### src/rtl/rr_exec_pkg.sv
package rr_exec_pkg;

    localparam int unsigned OPC_W     = 8;
    localparam int unsigned CODE_W    = 4;
    localparam int unsigned NUM_SLOTS = 8;
    localparam int unsigned SLOT_W    = $clog2(NUM_SLOTS);

    localparam logic [OPC_W-1:0] OPC_ADD = 8'h90;
    localparam logic [OPC_W-1:0] OPC_SUB = 8'h94;
    localparam logic [OPC_W-1:0] OPC_MUL = 8'h98;
    localparam logic [OPC_W-1:0] OPC_DIV = 8'h9C;
    localparam logic [OPC_W-1:0] OPC_SHL = 8'hA4;
    localparam logic [OPC_W-1:0] OPC_SHR = 8'hA8;
    localparam logic [OPC_W-1:0] OPC_MOV = 8'hAC;
    localparam logic [OPC_W-1:0] OPC_CLR = 8'hB4;

    typedef enum logic [3:0] {
        ALU_NONE, ALU_ADD, ALU_SUB, ALU_MUL, ALU_DIV,
        ALU_MOV,  ALU_CLR, ALU_SHL, ALU_SHR
    } alu_op_e;

    typedef enum logic [0:0] {
        ST_IDLE = 1'b0,
        ST_EXEC = 1'b1
    } state_e;

    typedef struct packed {
        logic              hit;
        logic [SLOT_W-1:0] slot;
    } slot_t;

    // Register code to physical slot; codes 6, 7 and 10..15 are unmapped.
    function automatic slot_t map_code(input logic [CODE_W-1:0] code);
        slot_t s;
        s.hit  = 1'b1;
        s.slot = '0;
        case (code)
            4'd0, 4'd1, 4'd2, 4'd3, 4'd4, 4'd5: s.slot = code[SLOT_W-1:0];
            4'd8:    s.slot = SLOT_W'(6);
            4'd9:    s.slot = SLOT_W'(7);
            default: s.hit  = 1'b0;
        endcase
        return s;
    endfunction

endpackage

### src/rtl/rr_decoder.sv
module rr_decoder
    import rr_exec_pkg::*;
(
    input  logic [OPC_W-1:0]    opcode,
    input  logic [2*CODE_W-1:0] operand,
    output alu_op_e             alu_op,
    output logic [CODE_W-1:0]   r1_code,
    output logic [CODE_W-1:0]   r2_code
);

    assign r1_code = operand[2*CODE_W-1:CODE_W];
    assign r2_code = operand[CODE_W-1:0];

    always_comb begin
        case (opcode)
            OPC_ADD: alu_op = ALU_ADD;
            OPC_SUB: alu_op = ALU_SUB;
            OPC_MUL: alu_op = ALU_MUL;
            OPC_DIV: alu_op = ALU_DIV;
            OPC_MOV: alu_op = ALU_MOV;
            OPC_CLR: alu_op = ALU_CLR;
            OPC_SHL: alu_op = ALU_SHL;
            OPC_SHR: alu_op = ALU_SHR;
            default: alu_op = ALU_NONE;
        endcase
    end

endmodule

### src/rtl/rr_alu.sv
module rr_alu
    import rr_exec_pkg::*;
#(
    parameter int unsigned DATA_W = 24
) (
    input  alu_op_e           op,
    input  logic [DATA_W-1:0] r1_val,
    input  logic [DATA_W-1:0] r2_val,
    input  logic [CODE_W-1:0] shamt,
    output logic [DATA_W-1:0] result,
    output logic              wr_en,
    output logic              dest_r1,
    output logic              div_zero
);

    always_comb begin
        result   = '0;
        wr_en    = 1'b1;
        dest_r1  = 1'b0;
        div_zero = 1'b0;
        unique case (op)
            ALU_ADD: result = r2_val + r1_val;
            ALU_SUB: result = r2_val - r1_val;
            ALU_MUL: result = r2_val * r1_val;
            ALU_DIV: begin
                if (r1_val == '0) begin
                    div_zero = 1'b1;
                    wr_en    = 1'b0;
                end else begin
                    result = DATA_W'($signed(r2_val) / $signed(r1_val));
                end
            end
            ALU_MOV: result = r1_val;
            ALU_CLR: begin
                result  = '0;
                dest_r1 = 1'b1;
            end
            ALU_SHL: begin
                result  = r1_val << shamt;
                dest_r1 = 1'b1;
            end
            ALU_SHR: begin
                result  = DATA_W'($signed(r1_val) >>> shamt);
                dest_r1 = 1'b1;
            end
            ALU_NONE: wr_en = 1'b0;
        endcase
    end

endmodule

### src/rtl/rr_regfile.sv
module rr_regfile
    import rr_exec_pkg::*;
#(
    parameter int unsigned DATA_W = 24
) (
    input  logic              clk,
    input  logic              rst_n,
    input  logic [CODE_W-1:0] ra_code,
    output logic [DATA_W-1:0] ra_data,
    input  logic [CODE_W-1:0] rb_code,
    output logic [DATA_W-1:0] rb_data,
    input  logic [CODE_W-1:0] rh_code,
    output logic [DATA_W-1:0] rh_data,
    input  logic              ex_we,
    input  logic [CODE_W-1:0] ex_code,
    input  logic [DATA_W-1:0] ex_data,
    input  logic              host_we,
    input  logic [CODE_W-1:0] host_code,
    input  logic [DATA_W-1:0] host_data
);

    localparam int unsigned NUM_RD = 3;

    logic [DATA_W-1:0] slot_q  [NUM_SLOTS];
    logic [CODE_W-1:0] rd_code [NUM_RD];
    logic [DATA_W-1:0] rd_val  [NUM_RD];
    slot_t             ex_map;
    slot_t             host_map;

    assign ex_map   = map_code(ex_code);
    assign host_map = map_code(host_code);

    for (genvar g = 0; g < NUM_SLOTS; g++) begin : g_slot
        logic [DATA_W-1:0] q;
        logic              ex_hit;
        logic              host_hit;

        assign ex_hit   = ex_we && ex_map.hit && (ex_map.slot == SLOT_W'(g));
        assign host_hit = host_we && host_map.hit && (host_map.slot == SLOT_W'(g));

        // Instruction write-back outranks the host port.
        always_ff @(posedge clk or negedge rst_n) begin
            if (!rst_n) begin
                q <= '0;
            end else if (ex_hit) begin
                q <= ex_data;
            end else if (host_hit) begin
                q <= host_data;
            end
        end

        assign slot_q[g] = q;
    end

    assign rd_code[0] = ra_code;
    assign rd_code[1] = rb_code;
    assign rd_code[2] = rh_code;

    for (genvar p = 0; p < NUM_RD; p++) begin : g_rd
        slot_t m;
        assign m         = map_code(rd_code[p]);
        assign rd_val[p] = m.hit ? slot_q[m.slot] : '1;
    end

    assign ra_data = rd_val[0];
    assign rb_data = rd_val[1];
    assign rh_data = rd_val[2];

endmodule

### src/rtl/rr_exec.sv
module rr_exec
    import rr_exec_pkg::*;
#(
    parameter int unsigned DATA_W = 24
) (
    input  logic                clk,
    input  logic                rst_n,
    input  logic                cmd_valid,
    input  logic [OPC_W-1:0]    cmd_opcode,
    input  logic [2*CODE_W-1:0] cmd_operand,
    output logic                done,
    output logic                handled,
    output logic                div_zero,
    input  logic                host_we,
    input  logic [CODE_W-1:0]   host_wr_code,
    input  logic [DATA_W-1:0]   host_wr_data,
    input  logic [CODE_W-1:0]   host_rd_code,
    output logic [DATA_W-1:0]   host_rd_data
);

    state_e                state;
    state_e                state_nxt;
    logic [OPC_W-1:0]      opc_q;
    logic [2*CODE_W-1:0]   opd_q;

    alu_op_e               alu_op;
    logic [CODE_W-1:0]     r1_code;
    logic [CODE_W-1:0]     r2_code;
    logic [DATA_W-1:0]     r1_val;
    logic [DATA_W-1:0]     r2_val;
    logic [DATA_W-1:0]     alu_res;
    logic                  alu_we;
    logic                  alu_dest_r1;
    logic                  alu_dz;
    logic                  ex_we;
    logic [CODE_W-1:0]     ex_code;

    // State register and command latch.
    always_ff @(posedge clk or negedge rst_n) begin
        if (!rst_n) begin
            state <= ST_IDLE;
            opc_q <= '0;
            opd_q <= '0;
        end else begin
            state <= state_nxt;
            if (state == ST_IDLE && cmd_valid) begin
                opc_q <= cmd_opcode;
                opd_q <= cmd_operand;
            end
        end
    end

    // Transitions: wait, accept, retire.
    always_comb begin
        state_nxt = state;
        unique case (state)
            ST_IDLE: state_nxt = cmd_valid ? ST_EXEC : ST_IDLE;
            ST_EXEC: state_nxt = ST_IDLE;
        endcase
    end

    // Outputs and write-back strobe.
    always_comb begin
        done     = 1'b0;
        handled  = 1'b0;
        div_zero = 1'b0;
        ex_we    = 1'b0;
        unique case (state)
            ST_IDLE: ;
            ST_EXEC: begin
                done     = 1'b1;
                handled  = (alu_op != ALU_NONE);
                div_zero = alu_dz;
                ex_we    = alu_we;
            end
        endcase
    end

    assign ex_code = alu_dest_r1 ? r1_code : r2_code;

    rr_decoder u_dec (
        .opcode  (opc_q),
        .operand (opd_q),
        .alu_op  (alu_op),
        .r1_code (r1_code),
        .r2_code (r2_code)
    );

    rr_regfile #(.DATA_W(DATA_W)) u_rf (
        .clk       (clk),
        .rst_n     (rst_n),
        .ra_code   (r1_code),
        .ra_data   (r1_val),
        .rb_code   (r2_code),
        .rb_data   (r2_val),
        .rh_code   (host_rd_code),
        .rh_data   (host_rd_data),
        .ex_we     (ex_we),
        .ex_code   (ex_code),
        .ex_data   (alu_res),
        .host_we   (host_we),
        .host_code (host_wr_code),
        .host_data (host_wr_data)
    );

    rr_alu #(.DATA_W(DATA_W)) u_alu (
        .op       (alu_op),
        .r1_val   (r1_val),
        .r2_val   (r2_val),
        .shamt    (r2_code),
        .result   (alu_res),
        .wr_en    (alu_we),
        .dest_r1  (alu_dest_r1),
        .div_zero (alu_dz)
    );

endmodule

### config.mk
export PLATFORM = sky130hd
export DESIGN_NAME = rr_exec
export DESIGN_NICKNAME = d
export VERILOG_FILES = /design/src/rtl/rr_exec_pkg.sv /design/src/rtl/rr_decoder.sv /design/src/rtl/rr_alu.sv /design/src/rtl/rr_regfile.sv /design/src/rtl/rr_exec.sv
export SDC_FILE = /design/constraint.sdc
export NUM_CORES = 2
export LEC_CHECK = 0
export ABC_AREA = 1
export BUFFER_PORTS_ARGS = -buffer_cell sky130_fd_sc_hd__buf_2
export CORE_ASPECT_RATIO = 1.4
export CORE_MARGIN = 4
export CORE_UTILIZATION = 40
export DETAILED_ROUTE_END_ITERATION = 10
export PLACE_DENSITY_LB_ADDON = 0.2
export REMOVE_ABC_BUFFERS = 1
export SETUP_SLACK_MARGIN = 0.5
export SYNTH_ARGS = -nofsm -noshare
export SYNTH_HDL_FRONTEND = slang
export SYNTH_SLANG_ARGS = --single-unit
### constraint.sdc
create_clock -name clk -period 61.5 [get_ports clk]
set_clock_uncertainty 0.15 [all_clocks]
set_input_delay 9.225 -clock clk [delete_from_list [all_inputs] [get_ports clk]]
set_output_delay 9.225 -clock clk [all_outputs]
set_load 0.03 [all_outputs]
# Word level (Yosys, flattened, before mapping)
# Cells that the tools add are included.
[word_totals] reg_bits=209 out_inout_bits=27 word_cells=190
[classes] add_sub_neg=2 mul=1 div=1 n_lt_le_gt_ge=3 n_eq_ne=65 n_shift=2 n_mux=53 bitwise_logic=4 reduce_logical=48
[ops] cell="two-way mux 24 bit" count=26
[ops] cell="binary-select mux 24 bit (select 3 bit)" count=3
[ops] cell="case mux 24 bit (7 select lines)" count=1
[ops] cell="equality test 8 bit, second input constant" count=8
[ops] cell="equality test 4 x 3 -> 1 bit, second input constant" count=14
[ops] cell="equality test 4 x 2 -> 1 bit, second input constant" count=12
[ops] cell="case mux 3 bit (3 select lines)" count=5
[ops] cell="equality test 4 bit, second input constant" count=11
[ops] cell="OR reduction 8 bit" count=5
[ops] cell="case mux 4 bit (8 select lines)" count=1
[ops] cell="OR reduction 6 bit" count=5
[ops] cell="adder 24 bit" count=1
[ops] cell="divider 24 x 24 -> 24 bit" count=1
[ops] cell="equality test 3 bit, second input constant" count=8
[ops] cell="equality test 4 x 1 -> 1 bit, second input constant" count=6
[ops] cell="zero test 24 bit" count=1
[ops] cell="zero test 4 bit" count=6
[ops] cell="multiplier 24 x 24 -> 24 bit" count=1
[ops] cell="<< shifter 24 x 4 -> 24 bit" count=1
[ops] cell=">>> shifter 24 x 4 -> 24 bit" count=1
[ops] cell="subtractor 24 bit" count=1
[ops] cell="logical AND 1 bit" count=19
[ops] cell="nonzero test 2 bit" count=8
[ops] cell="two-way mux 1 bit" count=14
[ops] cell="10 further kinds" count=20

# Depth between registers and ports, before layout
[logic_depth] depth_word=15 ltp_mapped=485 ltp_nobuf=469

# Modules after synthesis
# A second synthesis with hierarchy kept.
[unflattened] cells_unflattened=7792 area_unflattened_um2=48053.6
[by_module_without_submodules] module="rr_alu" n_inst=1 cells_each=5115 area_per_inst_um2=31591.5
[by_module_without_submodules] module="rr_regfile" n_inst=1 cells_each=2548 area_per_inst_um2=15513.6
[by_module_without_submodules] module="rr_exec" n_inst=1 cells_each=90 area_per_inst_um2=738.2
[by_module_without_submodules] module="rr_decoder" n_inst=1 cells_each=39 area_per_inst_um2=210.2

# Least setup slack after synthesis
# No wires, ideal clock.
[synth_path] kind="reg2reg" start="register opd_q[4]" end="register u_rf.g_slot[4].q[18]" setup_ns=0.121 t_arrival_ns=56.575 setup_slack_ns=4.654 stages_incl_launch_ff=465 synth_period_minus_slack_ns=56.846 path_cell_list="dfrtp_1 -> buf_6 -> inv_4 -> nor2_2 -> nand2_4 -> nand2_8 -> buf_12 -> buf_12 -> nand2_1 -> nand3_2 -> nand3_2 -> nand2_4 -> clkbuf_1 -> ha_1 -> o21ai_0 -> o21a_1 -> nand3_1 -> nor3_1 -> (+429 left out) -> o2111ai_1 -> o211ai_1 -> nand4_1 -> a21oi_1 -> a2111oi_0 -> ha_1 -> nand3_1 -> nor2_1 -> nand2_1 -> nor3_2 -> nand3_1 -> nor2_2 -> a21oi_1 -> or2_2 -> nand3_1 -> nand3_1 -> a22oi_1 -> inv_1"
[synth_via] elab_chain_len=15 elab_cells_between_ends=47
[synth_lines] item="from (decl)" line_no="rr_exec.sv:24" rtl="logic [2*CODE_W-1:0] opd_q;"
[synth_lines] item="from (signal assigned)" line_no="rr_exec.sv:48" rtl="opd_q <= cmd_operand;"
[synth_lines] item="branches (longest 15 deep; another with divider 24 x 24 -> 24 bit)"
[synth_lines] item="to (signal assigned)" line_no="rr_regfile.sv:46" rtl="q <= ex_data;"
[synth_lines] item="to (signal assigned)" line_no="rr_regfile.sv:48" rtl="q <= host_data;"
[synth_lines] item="to (decl)" line_no="rr_regfile.sv:34" rtl="logic [DATA_W-1:0] q;"
# Parallel ways; which one is timed is not known. The select of a mux whose other input is x is not followed.
# A chain may end at the register's enable or synchronous reset.

# Worst setup path in the final report
[layout_path] start="register opd_q[3]" end="register u_rf.g_slot[1].q[2]"
[layout_via] elab_chain_len=12 elab_cells_between_ends=43
[layout_lines] item="equality test 4 x 1 -> 1 bit, or another cell as far along" line_no="rr_exec_pkg.sv:37" rtl="case (code)"
[layout_lines] item="OR reduction 6 bit"
[layout_lines] item="case mux 3 bit (3 select lines)" line_no="rr_exec_pkg.sv:37"
[layout_lines] item="NOT 3 -> 4 bit (not written as such)" line_no="rr_regfile.sv:62" rtl="assign rd_val[p] = m.hit ? slot_q[m.slot] : '1;"
[layout_lines] item="binary-select mux 24 bit (select 3 bit)" line_no="rr_regfile.sv:62"
[layout_lines] item="two-way mux 24 bit (not written as such) (2 in series)" line_no="rr_regfile.sv:62"
[layout_lines] item="two-way mux 24 bit" line_no="rr_regfile.sv:62"
[layout_lines] item="divider 24 x 24 -> 24 bit" line_no="rr_alu.sv:30" rtl="result = DATA_W'($signed(r2_val) / $signed(r1_val));"
[layout_lines] item="two-way mux 24 bit" line_no="rr_alu.sv:26" rtl="if (r1_val == '0) begin"
[layout_lines] item="case mux 24 bit (7 select lines)" line_no="rr_alu.sv:21" rtl="unique case (op)"
[layout_lines] item="two-way mux 24 bit" line_no="rr_regfile.sv:45" rtl="end else if (ex_hit) begin"
[layout_lines] item="to (signal assigned)" line_no="rr_regfile.sv:46"
[layout_lines] item="to (signal assigned)" line_no="rr_regfile.sv:48"
[layout_lines] item="to (decl)" line_no="rr_regfile.sv:34"
# Several ways; a longest one is shown, not always the timed one. The select of a mux whose other input is x is not followed.

==> summary.txt <==
status: finished with violations
input/output buffers: 78
largest area contributor in the netlist: sky130_fd_sc_hd__nand2_1
die extent in y: 407 µm
count of final setup violators: 0
maximum root-to-sink buffer count: 3
number of cells in the finished layout apart from fillers: 8601
number of clock buffers inserted by TritonCTS: 22
DR WL/cell: 22.7 µm
worst reg2reg endpoint: u_rf.g_slot[1].q[2]
area taken by flip-flops and latches: 5240 µm²
H-tree Lvls: 1
fraction of layout instances using a drive strength above 1: 0.142
leading cell types by total area after synthesis: sky130_fd_sc_hd__nand2_1, sky130_fd_sc_hd__dfrtp_1, sky130_fd_sc_hd__ha_1
starting utilization of the core area: 0.403
total stage count of the critical path: 445
via count: 48700
EDFF count, synth: 0
peak fanout along the critical path: 18
f_max: 0.0178 GHz
routed wire length: 196 mm
Max transition margin: -0.0341
Worst Hold Class: flop to flop
library cells used by synthesis: 85
via count of the first global-routing pass: 46800
total congestion overflow after global routing: 0
end-of-flow core utilization: 0.443
final net count: 7785
category of cells accounting for the largest share of critical-path delay: compound AO/OA/AOI/OAI gates
final-layout fill cell count: 12100
Top cell by count, worst path: sky130_fd_sc_hd__nand2_1
sort of element at the start of the critical path: flop
type of the worst setup path: flop to flop
most common flop cell mapped by yosys: sky130_fd_sc_hd__dfrtp_1
data arrival time of the critical path: 56.37 ns
routability congestion estimate: 1.03
remaining number of nets flagged by the antenna check after routing: 0
Worst Setup End Kind: flop
average vias per placed instance: 5.66
I/O pin count: 79
Worst Tran Pin Value: 1.54 ns
standard cell with the maximum stage delay on the critical path: sky130_fd_sc_hd__o21ai_0
Post-Syn Area: 45600 µm²
violations in the final reports: max-capacitance violations, max-slew violations
Placement Rows: 146
post-layout instance area: 50200 µm²
worst reg2reg path startpoint: opd_q[3]
die outline area: 120000 µm²
proportion of synthesized flip-flops having asynchronous set or reset: 1.00
average instance area after synthesis: 6.52 µm²
number of instances in the placed design: 8469
reg-to-reg setup timing slack: 5.46 ns
drc violations: 0
TritonCTS clock tree: done
start point of the critical path: opd_q[3]
total area of multi-input combinational cells: 34800 µm²
crit share post-route: 0.911
HPWL Detailed: 147 mm
maximum number of pins on one net before global-route repair: 90
most frequent cells after synthesis: sky130_fd_sc_hd__nand2_1, sky130_fd_sc_hd__inv_1, sky130_fd_sc_hd__nor2_1, sky130_fd_sc_hd__o21ai_0, sky130_fd_sc_hd__ha_1
global-route usage over all layers: 0.313
number of iterations in the first detailed-routing pass: 8
synthesized flop and latch total: 209
depth of the worst register-to-register path: 445
delay of the slowest critical-path stage: 1.02 ns
Cell Area, Placed: 47600 µm²
worst path buffer plus inverter count: 74
Iteration-0 DRC Markers: 3942
horizontal extent of the die: 293 µm
final-report max-slew violation count: 3
capture point of the worst path: u_rf.g_slot[1].q[2]
most repeated cell in the gate-level netlist after synthesis: sky130_fd_sc_hd__nand2_1
Core ar.: 113000 µm²
area share of the largest cell type after synthesis: 0.130
Root Buffer: sky130_fd_sc_hd__clkbuf_16
area delta synth->final: 10.0%
Clock transition at path regs: 0.07 ns
Final Critical Period: 56.04 ns
wire length of the first global-routing pass: 288 mm
CTS sink cnt: 209
RSZ-0062 raised after global routing: false
clock latency on the worst-skew pair: 0.58 ns
number of antenna violations at the first check in global routing: 2
sequential element share of the synthesized area: 0.115
Yosys warning total: 0
required time of the worst setup path: 61.84 ns
count of final hold-check violations: 0
max capacitance violation total: 1
instance count of the mapped netlist: 6995
## worst min-delay path by stage
stage | start | to | cells past startpoint | slack [ns]
final | opc_q[0] | opc_q[0] | 2 | 0.33
after global routing | opc_q[0] | opc_q[0] | 2 | 0.37
after CTS | opc_q[0] | opc_q[0] | 2 | 0.34
after detailed placement | opc_q[0] | opc_q[0] | 2 | 0.32
after global placement | opc_q[0] | opc_q[0] | 2 | 0.32
after floorplan | opc_q[1] | opc_q[1] | 2 | 0.30
## cells in the final DEF, fill, tap and decap left out, types with 12 or more instances in the layout
cell	n
sky130_fd_sc_hd__nor2_4	27
sky130_fd_sc_hd__a31oi_1	23
sky130_fd_sc_hd__o21bai_2	12
sky130_fd_sc_hd__fa_1	214
sky130_fd_sc_hd__or2_2	77
sky130_fd_sc_hd__nand4_1	27
sky130_fd_sc_hd__nor2_1	544
sky130_fd_sc_hd__nand2_1	1544
sky130_fd_sc_hd__ha_1	405
sky130_fd_sc_hd__o221ai_1	26
sky130_fd_sc_hd__xor2_1	154
sky130_fd_sc_hd__nand3_2	73
sky130_fd_sc_hd__clkbuf_16	24
sky130_fd_sc_hd__nand3_1	345
sky130_fd_sc_hd__inv_2	27
sky130_fd_sc_hd__buf_4	293
sky130_fd_sc_hd__o21ai_2	44
sky130_fd_sc_hd__o21ai_1	48
sky130_fd_sc_hd__nor3_1	46
sky130_fd_sc_hd__nand2_2	77
sky130_fd_sc_hd__o311ai_0	16
sky130_fd_sc_hd__o2111ai_1	13
sky130_fd_sc_hd__buf_2	77
sky130_fd_sc_hd__xnor2_1	87
sky130_fd_sc_hd__nand3b_1	20
sky130_fd_sc_hd__a21oi_2	53
sky130_fd_sc_hd__o31ai_1	42
sky130_fd_sc_hd__nor2_2	47
sky130_fd_sc_hd__o211ai_1	245
sky130_fd_sc_hd__nand2_4	54
sky130_fd_sc_hd__o21bai_1	17
sky130_fd_sc_hd__a21o_1	24
sky130_fd_sc_hd__a211oi_1	13
sky130_fd_sc_hd__dfrtp_1	205
sky130_fd_sc_hd__clkinv_1	13
sky130_fd_sc_hd__a21oi_1	347
sky130_fd_sc_hd__buf_12	12
sky130_fd_sc_hd__a221oi_1	12
sky130_fd_sc_hd__o21ai_0	493
sky130_fd_sc_hd__inv_1	1115
## layout make-up
class / instances / area share
clock buffer: 27 / 0.0117
inverter: 1172 / 0.0892
antenna: 1 / 0.0000499
timing repair inverter: 2 / 0.000349
clock inverter: 9 / 0.00279
tap: 1480 / 0.0369
sequential: 209 / 0.104
timing repair buffer: 395 / 0.0599
multi-input combinational: 5306 / 0.695
## stage by stage
step	hold WS, ns	setup WS, ns	setup TNS, ns
3_5_place_dp	0.323	-1.66	-180.61
2_1_floorplan	0.300	0.200	0
6_report	0.335	5.46	0
5_1_grt	0.368	0.0321	0
3_3_place_gp	0.316	-0.611	-22.60
4_1_cts	0.337	0.505	0
## registers in the layout, indices dropped and copies added (netlist names)
register	flops
opc_q	8
state	1
u_rf.g_slot.q	192
opd_q	8
## cell families after synthesis
group	Yosys count	share of synthesized area
AND/OR/NAND/NOR	2925	0.289
multiplexers	4	0.000878
buffers and inverters	1489	0.143
AO/OA/AOI/OAI	1502	0.199
XOR/XNOR	241	0.0463
flip-flops	209	0.115
adder cells (fa/ha/maj)	625	0.207
## routing by layer
| metal | up-vias | wire [µm] | GRT usage |
|---|---|---|---|
| li1 | 23000 | - | - |
| met5 | - | 0 | 0 |
| met1 | 23100 | 71700 | 0.351 |
| met2 | 1948 | 94400 | 0.546 |
| met4 | 0 | 17200 | 0.219 |
| met3 | 666 | 12300 | 0.0401 |
## worst min-delay path, stage by stage, from the launching register on
cell and delay [ns]:
sky130_fd_sc_hd__dfrtp_1 0.34, sky130_fd_sc_hd__nand2_1 0.05, sky130_fd_sc_hd__nand2_1 0.06
## repair_timing
action | 4_1_cts | 5_1_grt
gates resized for setup | 17 | 242
pin swaps | 1 | 91
hold buffers | 0 | 0
endpoints found under the setup margin | 192 | 192
cloned | 0 | 13
setup buffers | 1 | 81
Power is left out: the tool's default activity adds up to more than one toggle a clock period on the data nets, which glitch-free logic cannot reach.
